### src/rtl/idu_pkg.sv
`timescale 1ns/1ps
package idu_pkg;
   typedef enum logic [1:0] {
      OP_DEST   = 2'd0,
      OP_MODE   = 2'd1,
      OP_MASK   = 2'd2,
      OP_ENABLE = 2'd3
   } idu_op_e;

   localparam logic [1:0] POL_FIXED = 2'd0;
   localparam logic [1:0] POL_RR    = 2'd2;
   localparam int         MODE_LVL_BIT = 4;
endpackage

### src/rtl/idu_cfg.sv
`timescale 1ns/1ps
module idu_cfg #(
   parameter int NUM_IRQ  = 8,
   parameter int NUM_CORE = 4,
   parameter int DATA_W   = 32,
   parameter int IDX_W    = 3
) (
   input  logic                               clk,
   input  logic                               rst_n,
   input  logic                               cmd_valid,
   input  logic [1:0]                         cmd_op,
   input  logic [IDX_W-1:0]                   cmd_idx,
   input  logic [DATA_W-1:0]                  cmd_data,
   output logic                               en_o,
   output logic [NUM_IRQ-1:0]                 mask_o,
   output logic [NUM_IRQ-1:0][NUM_CORE-1:0]   dest_o,
   output logic [NUM_IRQ-1:0][1:0]            pol_o
);
   import idu_pkg::*;

   logic unused_data_bits;
   assign unused_data_bits = ^cmd_data;

   always_ff @(posedge clk) begin
      if (!rst_n)
         en_o <= 1'b0;
      else if (cmd_valid && cmd_op == OP_ENABLE)
         en_o <= cmd_data[0];
   end

   for (genvar g = 0; g < NUM_IRQ; g++) begin : slot_g
      logic hit;
      assign hit = cmd_valid && (cmd_idx == IDX_W'(g));
      always_ff @(posedge clk) begin
         if (!rst_n) begin
            mask_o[g] <= 1'b1;
            dest_o[g] <= '0;
            pol_o[g]  <= POL_FIXED;
         end else if (hit) begin
            case (cmd_op)
               OP_DEST: dest_o[g]  <= cmd_data[NUM_CORE-1:0];
               OP_MODE: pol_o[g]   <= cmd_data[1:0];
               OP_MASK: mask_o[g]  <= cmd_data[0];
               default: ;
            endcase
         end
      end
   end


   reset_blocked_chk: assert property (@(posedge clk)
      $rose(rst_n) |-> (mask_o == '1 && !en_o));
endmodule

### src/rtl/idu_channel.sv
`timescale 1ns/1ps
module idu_channel #(
   parameter int NUM_CORE = 4,
   parameter int CW       = 2
) (
   input  logic                clk,
   input  logic                rst_n,
   input  logic                en_i,
   input  logic                mask_i,
   input  logic [NUM_CORE-1:0] dest_i,
   input  logic [1:0]          pol_i,
   input  logic                irq_i,
   output logic [NUM_CORE-1:0] out_o
);
   import idu_pkg::*;

   logic          active, is_rr, keep;
   logic [CW-1:0] low_idx, nxt_idx, rr_idx, last_q;
   logic          hold_q;
   logic [NUM_CORE-1:0] nxt_out;

   always_comb begin
      active  = en_i && !mask_i && irq_i && (|dest_i);
      is_rr   = (pol_i == POL_RR);
      low_idx = '0;
      for (int j = NUM_CORE - 1; j >= 0; j--)
         if (dest_i[j]) low_idx = CW'(j);
      nxt_idx = '0;
      for (int k = NUM_CORE; k >= 1; k--)
         if (dest_i[(int'(last_q) + k) % NUM_CORE])
            nxt_idx = CW'((int'(last_q) + k) % NUM_CORE);
      keep    = hold_q && dest_i[last_q];
      rr_idx  = keep ? last_q : nxt_idx;
      nxt_out = '0;
      if (active)
         nxt_out[is_rr ? rr_idx : low_idx] = 1'b1;
   end

   always_ff @(posedge clk) begin
      if (!rst_n) begin
         out_o  <= '0;
         hold_q <= 1'b0;
         last_q <= CW'(NUM_CORE - 1);
      end else begin
         out_o  <= nxt_out;
         hold_q <= active && is_rr;
         if (active && is_rr)
            last_q <= rr_idx;
      end
   end


   one_core_chk: assert property (@(posedge clk) disable iff (!rst_n)
      $onehot0(out_o));

   disabled_quiet_chk: assert property (@(posedge clk) disable iff (!rst_n)
      !en_i |=> (out_o == '0));

   blocked_quiet_chk: assert property (@(posedge clk) disable iff (!rst_n)
      mask_i |=> (out_o == '0));

   input_low_chk: assert property (@(posedge clk) disable iff (!rst_n)
      !irq_i |=> (out_o == '0));

   in_dest_chk: assert property (@(posedge clk) disable iff (!rst_n)
      (out_o != '0) |-> ((out_o & ~$past(dest_i)) == '0));

   rr_hold_chk: assert property (@(posedge clk) disable iff (!rst_n)
      (hold_q && dest_i[last_q] && active && is_rr) |=> $stable(out_o));
endmodule

### src/rtl/irq_distributor.sv
`timescale 1ns/1ps
module irq_distributor #(
   parameter int NUM_IRQ  = 8,
   parameter int NUM_CORE = 4,
   parameter int DATA_W   = 32,
   parameter int IDX_W    = (NUM_IRQ > 1) ? $clog2(NUM_IRQ) : 1
) (
   input  logic                         clk,
   input  logic                         rst_n,
   input  logic                         cmd_valid,
   input  logic [1:0]                   cmd_op,
   input  logic [IDX_W-1:0]             cmd_idx,
   input  logic [DATA_W-1:0]            cmd_data,
   input  logic [NUM_IRQ-1:0]           irq_in,
   output logic [NUM_CORE*NUM_IRQ-1:0]  core_irq
);
   localparam int CW = $clog2(NUM_CORE);

   if (NUM_CORE < 2) begin : bad_core_g
      $error("NUM_CORE must be at least 2");
   end
   if (NUM_IRQ < 1 || (1 << IDX_W) < NUM_IRQ) begin : bad_irq_g
      $error("IDX_W too narrow for NUM_IRQ");
   end
   if (DATA_W < NUM_CORE || DATA_W < 5) begin : bad_data_g
      $error("DATA_W must hold a core set and the mode word");
   end

   logic                             en;
   logic [NUM_IRQ-1:0]               mask;
   logic [NUM_IRQ-1:0][NUM_CORE-1:0] dest;
   logic [NUM_IRQ-1:0][1:0]          pol;
   logic [NUM_IRQ-1:0][NUM_CORE-1:0] ch_out;

   idu_cfg #(.NUM_IRQ(NUM_IRQ), .NUM_CORE(NUM_CORE), .DATA_W(DATA_W), .IDX_W(IDX_W)) u_cfg (
      .clk(clk), .rst_n(rst_n), .cmd_valid(cmd_valid), .cmd_op(cmd_op),
      .cmd_idx(cmd_idx), .cmd_data(cmd_data),
      .en_o(en), .mask_o(mask), .dest_o(dest), .pol_o(pol)
   );

   for (genvar i = 0; i < NUM_IRQ; i++) begin : ch_g
      idu_channel #(.NUM_CORE(NUM_CORE), .CW(CW)) u_ch (
         .clk(clk), .rst_n(rst_n), .en_i(en), .mask_i(mask[i]),
         .dest_i(dest[i]), .pol_i(pol[i]), .irq_i(irq_in[i]),
         .out_o(ch_out[i])
      );
   end

   always_comb begin
      for (int c = 0; c < NUM_CORE; c++)
         for (int i = 0; i < NUM_IRQ; i++)
            core_irq[c*NUM_IRQ + i] = ch_out[i][c];
   end
endmodule

### config.mk
export PLATFORM = sky130hd
export DESIGN_NAME = irq_distributor
export DESIGN_NICKNAME = d
export VERILOG_FILES = /design/src/rtl/idu_pkg.sv /design/src/rtl/idu_cfg.sv /design/src/rtl/idu_channel.sv /design/src/rtl/irq_distributor.sv
export SDC_FILE = /design/constraint.sdc
export NUM_CORES = 1
export LEC_CHECK = 0
export ABC_CLOCK_PERIOD_IN_PS = 2000
export BUFFER_PORTS_ARGS = -buffer_cell sky130_fd_sc_hd__clkbuf_2
export CAP_MARGIN = 20
export CORE_MARGIN = 1.5
export CORE_UTILIZATION = 50
export DETAILED_ROUTE_END_ITERATION = 16
export GPL_TIMING_DRIVEN = 1
export PLACE_DENSITY = 0.79
export SLEW_MARGIN = 10
export SYNTH_ARGS = -nofsm -noshare
export SYNTH_HDL_FRONTEND = slang
export SYNTH_SLANG_ARGS = --single-unit
### constraint.sdc
create_clock -name clk -period 2 [get_ports clk]
set_input_delay 0.4 -clock clk [delete_from_list [all_inputs] [get_ports clk]]
set_output_delay 0.4 -clock clk [all_outputs]
set_load 0.03 [all_outputs]
# ---- Word level (Yosys, flattened, before mapping)
# Index checks and enable logic that the tools add are counted.
dict set report word_totals {
  register_bits 113
  latchBits 0
  mem_bits_rw 0
  romBits 0
  input_bits 48
  out_inout_bits 32
  word_cells 534
  mem_count 0
}
dict set report op_classes {
  n_addsub 32
  n_mul 0
  div_mod_pow 0
  n_lt_le_gt_ge 56
  eq_ne 18
  n_shift 0
  n_mux 208
  bitwise 32
  reduce_logical 139
}
# operator count
set ops {}
lappend ops {{2-bit 2-to-1 mux} 80}
lappend ops {{3-bit by 4-bit less-than comparator with 1-bit output (second input constant)} 32}
lappend ops {{1-bit binary-select mux with 2-bit select} 40}
lappend ops {{1-bit 2-to-1 mux} 80}
lappend ops {{2-bit AND reduction} 32}
lappend ops {{2-bit OR reduction} 32}
lappend ops {{1-bit logical AND} 57}
lappend ops {{2-bit by 3-bit less-than comparator with 1-bit output (second input constant)} 16}
lappend ops {{2-bit by 1-bit adder with 2-bit output (second input constant)} 16}
lappend ops {{2-bit adder (second input constant)} 16}
lappend ops {{1-bit AND (first input constant)} 32}
lappend ops {{4-bit OR reduction} 8}
lappend ops {{2-bit equality test (second input constant)} 10}
lappend ops {{1-bit demux with 2-bit select} 8}
lappend ops {{2-bit by 1-bit greater-or-equal comparator with 1-bit output (second input constant)} 8}
lappend ops {{3-bit equality test (second input constant)} 4}
lappend ops {{1-bit logical NOT} 8}
lappend ops {{3-bit by 2-bit equality test with 1-bit output (second input constant)} 2}
lappend ops {{3-bit by 1-bit equality test with 1-bit output (second input constant)} 1}
lappend ops {{3-bit logical NOT} 1}
lappend ops {{2-bit by 1-bit equality test with 1-bit output (second input constant)} 1}
lappend ops {{2-bit logical NOT} 1}

# ---- Depth between registers and ports, before layout
# Gate-level depths: netlist of the first run.
dict set report logic_depth {
  depth_word 16
  ltp_mapped 6
  mapped_depth_nobuf 5
}

# ---- By module
# From an unflattened synthesis of the first run, not the netlist that was laid out.
dict set report hier_totals {
  cells_unflattened 736
  area_unflattened_um2 6271.0
}
# mod instances cells_per_inst area_per_inst_um2 seq_area_each_um2
set modules_own_cells {}
lappend modules_own_cells {{idu_channel at ch_g[0].u_ch ...} 7 64 498.0 140.1}
lappend modules_own_cells {idu_cfg 1 223 2268.4 1141.1}
lappend modules_own_cells {{idu_channel at ch_g[7].u_ch} 1 65 516.7 140.1}

# ---- Worst setup path after synthesis of the first run
# No wires, ideal clock.
dict set report synth_timing {
  kind {register to register}
  startpoint {register u_cfg.dest_o[16] (netlist name)}
  endpoint {register ch_g[4].u_ch.out_o[0]}
  setup_ns 0.116
  arrival_time_ns 1.544
  required_time_ns 1.884
  setup_slack_ns 0.340
  path_stages_with_launch 7
  path_buffers 1
  period_less_slack_ns 1.660
  path_cell_list {dfxtp_1 -> buf_6 -> nor2b_4 -> o21a_1 -> mux4_2 -> o22a_1 -> and3b_1}
}
dict set report synth_between {
  elab_chain_cells 13
  elab_cells_between_ends 30
  cone_classes {2 x order compare; 23 x mux; 5 x reduce/logical}
}
# item line
set synth_lines {}
lappend synth_lines {{from (decl)} idu_cfg.sv:16} ;# output logic [NUM_IRQ-1:0][NUM_CORE-1:0] dest_o,
lappend synth_lines {{from (signal, indexed assignment)} idu_cfg.sv:41} ;# OP_DEST: dest_o[g] <= cmd_data[NUM_CORE-1:0];
lappend synth_lines {{1-bit binary-select mux with 2-bit select} idu_channel.sv:30} ;# if (dest_i[(int'(last_q) + k) % NUM_CORE])
lappend synth_lines {{1-bit 2-to-1 mux (not written as such) (2 in series)} idu_channel.sv:30}
lappend synth_lines {{2-bit 2-to-1 mux (4 in series)} idu_channel.sv:30}
lappend synth_lines {{2-bit 2-to-1 mux} idu_channel.sv:33} ;# rr_idx = keep ? last_q : nxt_idx;
lappend synth_lines {{2-bit 2-to-1 mux} idu_channel.sv:36} ;# nxt_out[is_rr ? rr_idx : low_idx] = 1'b1;
lappend synth_lines {{2-bit by 3-bit less-than comparator with 1-bit output (not written as such) / 2-bit by 1-bit greater-or-equal comparator with 1-bit output (equally long branches)} idu_channel.sv:36}
lappend synth_lines {{1-bit logical AND (not written as such)} idu_channel.sv:36}
lappend synth_lines {{1-bit 2-to-1 mux} idu_channel.sv:36}
lappend synth_lines {{1-bit demux with 2-bit select} n/a}
lappend synth_lines {{to (signal assigned)} idu_channel.sv:45} ;# out_o <= nxt_out;
lappend synth_lines {{to (decl)} idu_channel.sv:13} ;# output logic [NUM_CORE-1:0] out_o
# Parallel ways exist; a longest one is shown, timed or not. The select of a mux whose other input is x is not followed.
# A chain may end at the register's enable or synchronous reset.

# ---- Worst setup path in the final report of the first run
dict set report layout_timing {
  startpoint {register u_cfg.dest_o[19] (netlist name)}
  endpoint {register ch_g[4].u_ch.last_q[0]}
}
dict set report layout_between {
  elab_chain_cells 8
  elab_cells_between_ends 23
  cone_classes {19 x mux; 4 x reduce/logical}
}
# item line
set layout_lines {}
lappend layout_lines {{1-bit binary-select mux with 2-bit select} idu_channel.sv:30}
lappend layout_lines {{1-bit 2-to-1 mux (not written as such) (2 in series)} idu_channel.sv:30}
lappend layout_lines {{2-bit 2-to-1 mux (4 in series)} idu_channel.sv:30}
lappend layout_lines {{2-bit 2-to-1 mux} idu_channel.sv:33}
lappend layout_lines {{to (signal assigned)} idu_channel.sv:43} ;# last_q <= CW'(NUM_CORE - 1);
lappend layout_lines {{to (signal assigned)} idu_channel.sv:48} ;# last_q <= rr_idx;
lappend layout_lines {{to (decl)} idu_channel.sv:18} ;# logic [CW-1:0] low_idx, nxt_idx, rr_idx, last_q;
# Parallel ways exist; a longest one is shown, timed or not. The select of a mux whose other input is x is not followed.

==> out/qor.yml, run 1 <==
io_buffers: 51
synth-edff-count: 0
diodes: 0
power.leakage_nw: 2.71
power_frac_seq_pct: 41.3
antenna_found_initial: 0
drive_gt1_share_pct: 17.8
hold_violations: 0
syn_nets: 849
rrSetupSlack_ns: 0.13
cts_max_path_buffers: 2
min_from: "irq_in[3]"
seq_area_sq_mm: 0.00226
multi_input_area_sq_mm: 0.00388
nets: 884
grt_pass1_vias: 5437
ys_warn_count: 0
grt_pass1_wl_mm: 25.6
vias: 5901
path_max_fanout: 10
dr.pass1.iters: 6
rsz0062_at_grt: "false"
pre_cts_slack_ns: 0.134
p_per_area_mw_per_mm2: 735
fin_area_sq_mm: 0.00750
dp_hpwl_mm: 10.2
synth-async-reset-ratio_pct: 0
drtIter0Drc: 484
hold_class: "input pin to register"
synthFlopType: "dfxtp_1"
num-fill-cells: 1121
tightestPinTransition_ns: 0.543
wire_per_inst_um: 14.7
post_cts_buffers: 0
grt_start_max_net_pins: 40
critical_path_class: "register to register"
period_share_pct: 93.4
die_y_um: 117
irDropWorstVdd_uv: 483
timing.setup.tns_ns: 0
cts_buffers: 17
via_per_inst: 5.78
ctsHoldBuffers: 0
synth_cell_types: 75
clkTransAtPathRegs_ns: 0.05
intPower_mw: 4.37
fin_skew_ns: 0.00538
place_area_sq_mm: 0.00691
synthTopCellsByArea: "dfxtp_1 (35%), nand2_1 (5.1%), a21boi_0 (4.7%)"
whs_path_depth: 3
relSlewSlack_pct: 62.9
clock_latency_ns: 0.42
grtUsageTotal_pct: 22.3
cts_tree: "built"
p_total_mw: 5.51
wl_mm: 15.0
synth_top_area_cell: "dfxtp_1"
swShare_pct: 20.7
whs_endpoint: "ch_g[3].u_ch.hold_q"
start_util_pct: 51.6
reg2reg_from: "u_cfg.dest_o[19]"
synth_top_area_share_pct: 34.6
core_area_sq_mm: 0.0127
mostFrequentLayoutCell: "dfxtp_1"
final_cell_mix: "dfxtp_1 (112), nand2_1 (89), clkbuf_2 (51)"
status: "completed"
ios: 80
rr_worst_depth: 5
area_delta_synth_final_pct: 14.9
fin_ws_ns: 0.132
fp.dieW_um: 117
root_buffer: "clkbuf_16"
cts_resized: 0
avgSynthCellArea_sq_um: 8.16
p_sw_mw: 1.14
ant_nets: 0
fin_crit_ns: 1.87
crit_required_ns: 2.36
cp-start-kind: "register"
power.clock.fraction_pct: 54.7
cts.sinks: 113
synthesis.area_sq_mm: 0.00653
std_cell_rows: 41
drc: 0
maxSlewViolCount: 0
gp_congestion: 0.903
crit_path_end_kind: "register"
fmax_mhz: 535
drv_cap: 0
synth_seq_cells: 113
netlist_instances: 801
cp.arrival_ns: 2.23
htreeDepth: 4
ys_seq_area_share_pct: 34.6
setup_viol: 0
combPwrFrac_pct: 4.0
fp.dieArea_sq_mm: 0.0138
r2r_end: "ch_g[4].u_ch.last_q[0]"
gr-total-overflow: 0
-- metrics by stage --
step | std cells | hold slack [ns] | utilization [%]
after floorplan | 801 | 0.439 | -
after detailed placement | 989 | 0.458 | 54.5
after global routing | 1021 | 0.361 | 59.2
after CTS | 1021 | 0.313 | 59.2
final | 1021 | 0.332 | 59.2
after global placement | 989 | 0.454 | 54.5
-- power by group through the flow --
stage / combinational, mW / clock, mW / sequential (mW)
global placement: 0.212 / 0 / 2.32
finish: 0.219 / 3.02 / 2.28
CTS: 0.217 / 3.06 / 2.28
floorplan: 0.152 / 0 / 2.31
global route: 0.238 / 3.18 / 2.28
detailed placement: 0.215 / 0 / 2.32
-- cell families after synthesis --
logic type	Yosys count	synth area share, %
multiplexers	37	6.09
AO/OA/AOI/OAI	227	24.4
AND/OR/NAND/NOR	339	28.8
flip-flops	113	34.6
buffers and inverters	85	6.03
-- cells in the mapped netlist, drive strengths merged, types with 7 or more instances --
cell type	count
dfxtp	113
nand2	89
a21oi	44
nand3	44
nor2b	43
a21boi	41
o21ai	40
buf	38
nor2	37
nand2b	34
clkbuf	26
mux2i	24
nor3	23
inv	21
nor3b	13
mux2	12
nor4	12
a211oi	10
nand3b	10
o211ai	9
and3	8
o21a	8
o22ai	7
o311ai	7
-- registers in the layout, indices dropped and copies added, names as in the netlist --
| name | count |
|---|---|
| u_cfg.pol_o | 16 |
| ch_g.u_ch.hold_q | 8 |
| u_cfg.mask_o | 8 |
| u_cfg.en_o | 1 |
| ch_g.u_ch.out_o | 32 |
| ch_g.u_ch.last_q | 16 |
| u_cfg.dest_o | 32 |
-- layer usage --
layer / vias up / part of all wire [%] / track usage, %
met5: - / 0 / 0
met4: 0 / 1.8 / 8.10
met3: 25 / 6.0 / 5.40
met2: 168 / 45 / 35.3
met1: 2730 / 47 / 29.6
li1: 2978 / - / -
-- area by class of cell --
class | instances | share of cell area (%)
Clock buffer | 28 | 7.02
Clock inverter | 4 | 0.934
Inverter | 21 | 1.05
Multi-Input combinational cell | 603 | 51.7
Sequential cell | 113 | 30.2
Tap cell | 172 | 2.87
Timing Repair Buffer | 80 | 6.30
-- critical path, cell delays in order, from the launching register on --
cell,delay (ns)
dfxtp_1,0.56
nor2_2,0.12
a311oi_2,0.37
nand3_2,0.16
or4_1,0.51
nand4_1,0.10
-- worst max-delay path by stage --
stage                              to        startpoint  slack (ns)
2_1_floorplan   ch_g[4].u_ch.out_o[0]  u_cfg.dest_o[16]        0.34
3_3_place_gp    ch_g[1].u_ch.out_o[2]   u_cfg.dest_o[5]        0.18
3_5_place_dp    ch_g[1].u_ch.out_o[2]   u_cfg.dest_o[5]        0.13
4_1_cts         ch_g[1].u_ch.out_o[2]   u_cfg.dest_o[5]        0.08
5_1_grt        ch_g[4].u_ch.last_q[0]  u_cfg.dest_o[19]        0.03
6_report       ch_g[4].u_ch.last_q[0]  u_cfg.dest_o[19]        0.13
(Power assumes the default switching activity.)
==> inputs of run 2 (changes only) <==
ABC_CLOCK_PERIOD_IN_PS = not set   (was 2000)
CTS_BUF_LIST = sky130_fd_sc_hd__clkbuf_2 sky130_fd_sc_hd__clkbuf_4 sky130_fd_sc_hd__clkbuf_8   (was not set)
==> run 2 against run 1 <==
Compared with the run above:
- non-clock buffer count unchanged
- flip-flop and latch count did not move
- first-iteration DRC count down 1.2%
- global-route usage down 0.66 points
- total power shrank 14%
- count of clock-buffer cells in the layout unchanged
- design area decreased by 2.3%
- utilization shrank 1.4 points
- register-to-register slack barely moved
- sequential share of layout area grew 0.71 points
- sequential power about the same
- final cell count unchanged
- critical path type unchanged
- largest cell class unchanged
- highest routed layer unchanged
==> out/qor.yml, run 2 (synthesis results as in run 1) <==
antenna_found_initial: 0  # unchanged
core_area_sq_mm: 0.0127  # unchanged
num-fill-cells: 1153  # was 1121
grtUsageTotal_pct: 21.7  # was 22.3%
mostFrequentLayoutCell: "dfxtp_1"  # unchanged
start_util_pct: 51.6  # unchanged
dr.pass1.iters: 5  # was 6
drc: 0  # unchanged
ctsHoldBuffers: 0  # unchanged
p_per_area_mw_per_mm2: 648  # was 735 mW/mm^2
nets: 884  # unchanged
ant_nets: 0  # unchanged
wire_per_inst_um: 14.5  # was 14.7 um
irDropWorstVdd_uv: 427  # was 483 uV
via_per_inst: 5.79  # was 5.78
htreeDepth: 4  # unchanged
drv_cap: 0  # unchanged
intPower_mw: 3.72  # was 4.37 mW
root_buffer: "clkbuf_8"  # was clkbuf_16
vias: 5915  # was 5901
drive_gt1_share_pct: 18.4  # was 17.8%
swShare_pct: 21.8  # was 20.7%
rsz0062_at_grt: "false"  # unchanged
grt_pass1_wl_mm: 24.9  # was 25.6 mm
layoutNonFillerInstCount: 1021  # unchanged
cp.arrival_ns: 2.25  # was 2.23 ns
min_from: "irq_in[3]"  # unchanged
power_frac_seq_pct: 47.9  # was 41.3%
fin_crit_ns: 1.87  # about the same
hold_class: "input pin to register"  # unchanged
drtIter0Drc: 478  # was 484
fin_skew_ns: 0.00883  # was 0.00538 ns
status: "completed"  # unchanged
wl_mm: 14.8  # was 15.0 mm
clkTransAtPathRegs_ns: 0.06  # was 0.05 ns
setup_viol: 0  # unchanged
post-place-cells: 989  # unchanged
timing.setup.tns_ns: 0  # unchanged
std_cell_rows: 41  # unchanged
grt_start_max_net_pins: 40  # unchanged
area_delta_synth_final_pct: 12.2  # was 14.9%
cts_buffers: 17  # unchanged
cts_tree: "built"  # unchanged
reg2reg_from: "u_cfg.dest_o[19]"  # unchanged
crit_path_end_kind: "register"  # unchanged
dp_hpwl_mm: 10.2  # unchanged
fp.dieW_um: 117  # unchanged
fmax_mhz: 535  # about the same
whs_endpoint: "ch_g[3].u_ch.hold_q"  # unchanged
io_buffers: 51  # unchanged
rr_worst_depth: 5  # unchanged
r2r_end: "ch_g[4].u_ch.last_q[0]"  # unchanged
tightestPinTransition_ns: 0.581  # was 0.543 ns
gr-total-overflow: 0  # unchanged
maxSlewViolCount: 0  # unchanged
final_cell_mix: "dfxtp_1 (112), nand2_1 (89), clkbuf_2 (51)"  # unchanged
diodes: 0  # unchanged
whs_path_depth: 3  # unchanged
cts.sinks: 113  # unchanged
hold_violations: 0  # unchanged
path_max_fanout: 10  # unchanged
clock_latency_ns: 0.44  # was 0.42 ns
gp_congestion: 0.903  # unchanged
cts_resized: 0  # unchanged
reg_top3: "ch_g.u_ch.out_o: 32 flops, u_cfg.dest_o: 32 flops"  # unchanged
power.leakage_nw: 2.64  # was 2.71 nW
cp-start-kind: "register"  # unchanged
relSlewSlack_pct: 60.3  # was 62.9%
fp.dieArea_sq_mm: 0.0138  # unchanged
cts_max_path_buffers: 2  # unchanged
die_y_um: 117  # unchanged
post_cts_buffers: 0  # unchanged
critical_path_class: "register to register"  # unchanged
period_share_pct: 93.5  # was 93.4%
p_sw_mw: 1.04  # was 1.14 mW
grt_pass1_vias: 5364  # was 5437
rrSetupSlack_ns: 0.13  # about the same
crit_required_ns: 2.38  # was 2.36 ns
combPwrFrac_pct: 4.6  # was 4.0%
ios: 80  # unchanged
power.clock.fraction_pct: 47.6  # was 54.7%
## run 2: how the worst max path moves through the flow
stage | from | end | slack [ns]
floorplan | u_cfg.dest_o[16] | ch_g[4].u_ch.out_o[0] | 0.34
global placement | u_cfg.dest_o[5] | ch_g[1].u_ch.out_o[2] | 0.18
detailed placement | u_cfg.dest_o[5] | ch_g[1].u_ch.out_o[2] | 0.13
CTS | u_cfg.dest_o[5] | ch_g[1].u_ch.out_o[2] | 0.12
global route | u_cfg.dest_o[19] | ch_g[4].u_ch.last_q[0] | 0.03
finish | u_cfg.dest_o[19] | ch_g[4].u_ch.last_q[0] | 0.13
## run 2: critical path: stages, from the launching register on
cell and delay (ns):
dfxtp_1 0.56, nor2_2 0.12, a311oi_2 0.38, nand3_2 0.16, or4_1 0.51, nand4_1 0.10
## run 2: power groups by stage
stage / logic, mW / clock network, mW / registers, mW
2_1_floorplan: 0.152 / 0 / 2.31
3_3_place_gp: 0.212 / 0 / 2.32
3_5_place_dp: 0.215 / 0 / 2.32
4_1_cts: 0.216 / 2.30 / 2.27
5_1_grt: 0.237 / 2.40 / 2.27
6_report: 0.216 / 2.26 / 2.27
## run 2: layout make-up
class | instances | area [sq um] | share of cell area, %
repair buffers | 80 | 473 | 6.45
well taps | 172 | 215 | 2.94
clock buffers | 28 | 354 | 4.83
clock inverters | 4 | 70.1 | 0.956
flip-flops and latches | 113 | 2260 | 30.9
multi-input cells | 603 | 3880 | 52.9
inverters | 21 | 78.8 | 1.08
## run 2: stage by stage
step	hold slack, ns	utilization [%]	setup slack [ns]	area (sq um)	power, mW
CTS	0.280	57.9	0.116	7330	4.79
global route	0.333	57.9	0.0290	7330	4.91
finish	0.316	57.9	0.130	7330	4.75
detailed placement	0.458	54.5	0.134	6910	2.54
global placement	0.454	54.5	0.181	6910	2.54
floorplan	0.439	-	0.340	6530	2.47
## run 2: per-layer routing
metal | part of all wire (%) | GRT usage [%]
met5 | 0 | 0
met2 | 45 | 34.5
met4 | 1.7 | 7.87
met3 | 6.0 | 5.16
met1 | 47 | 28.5
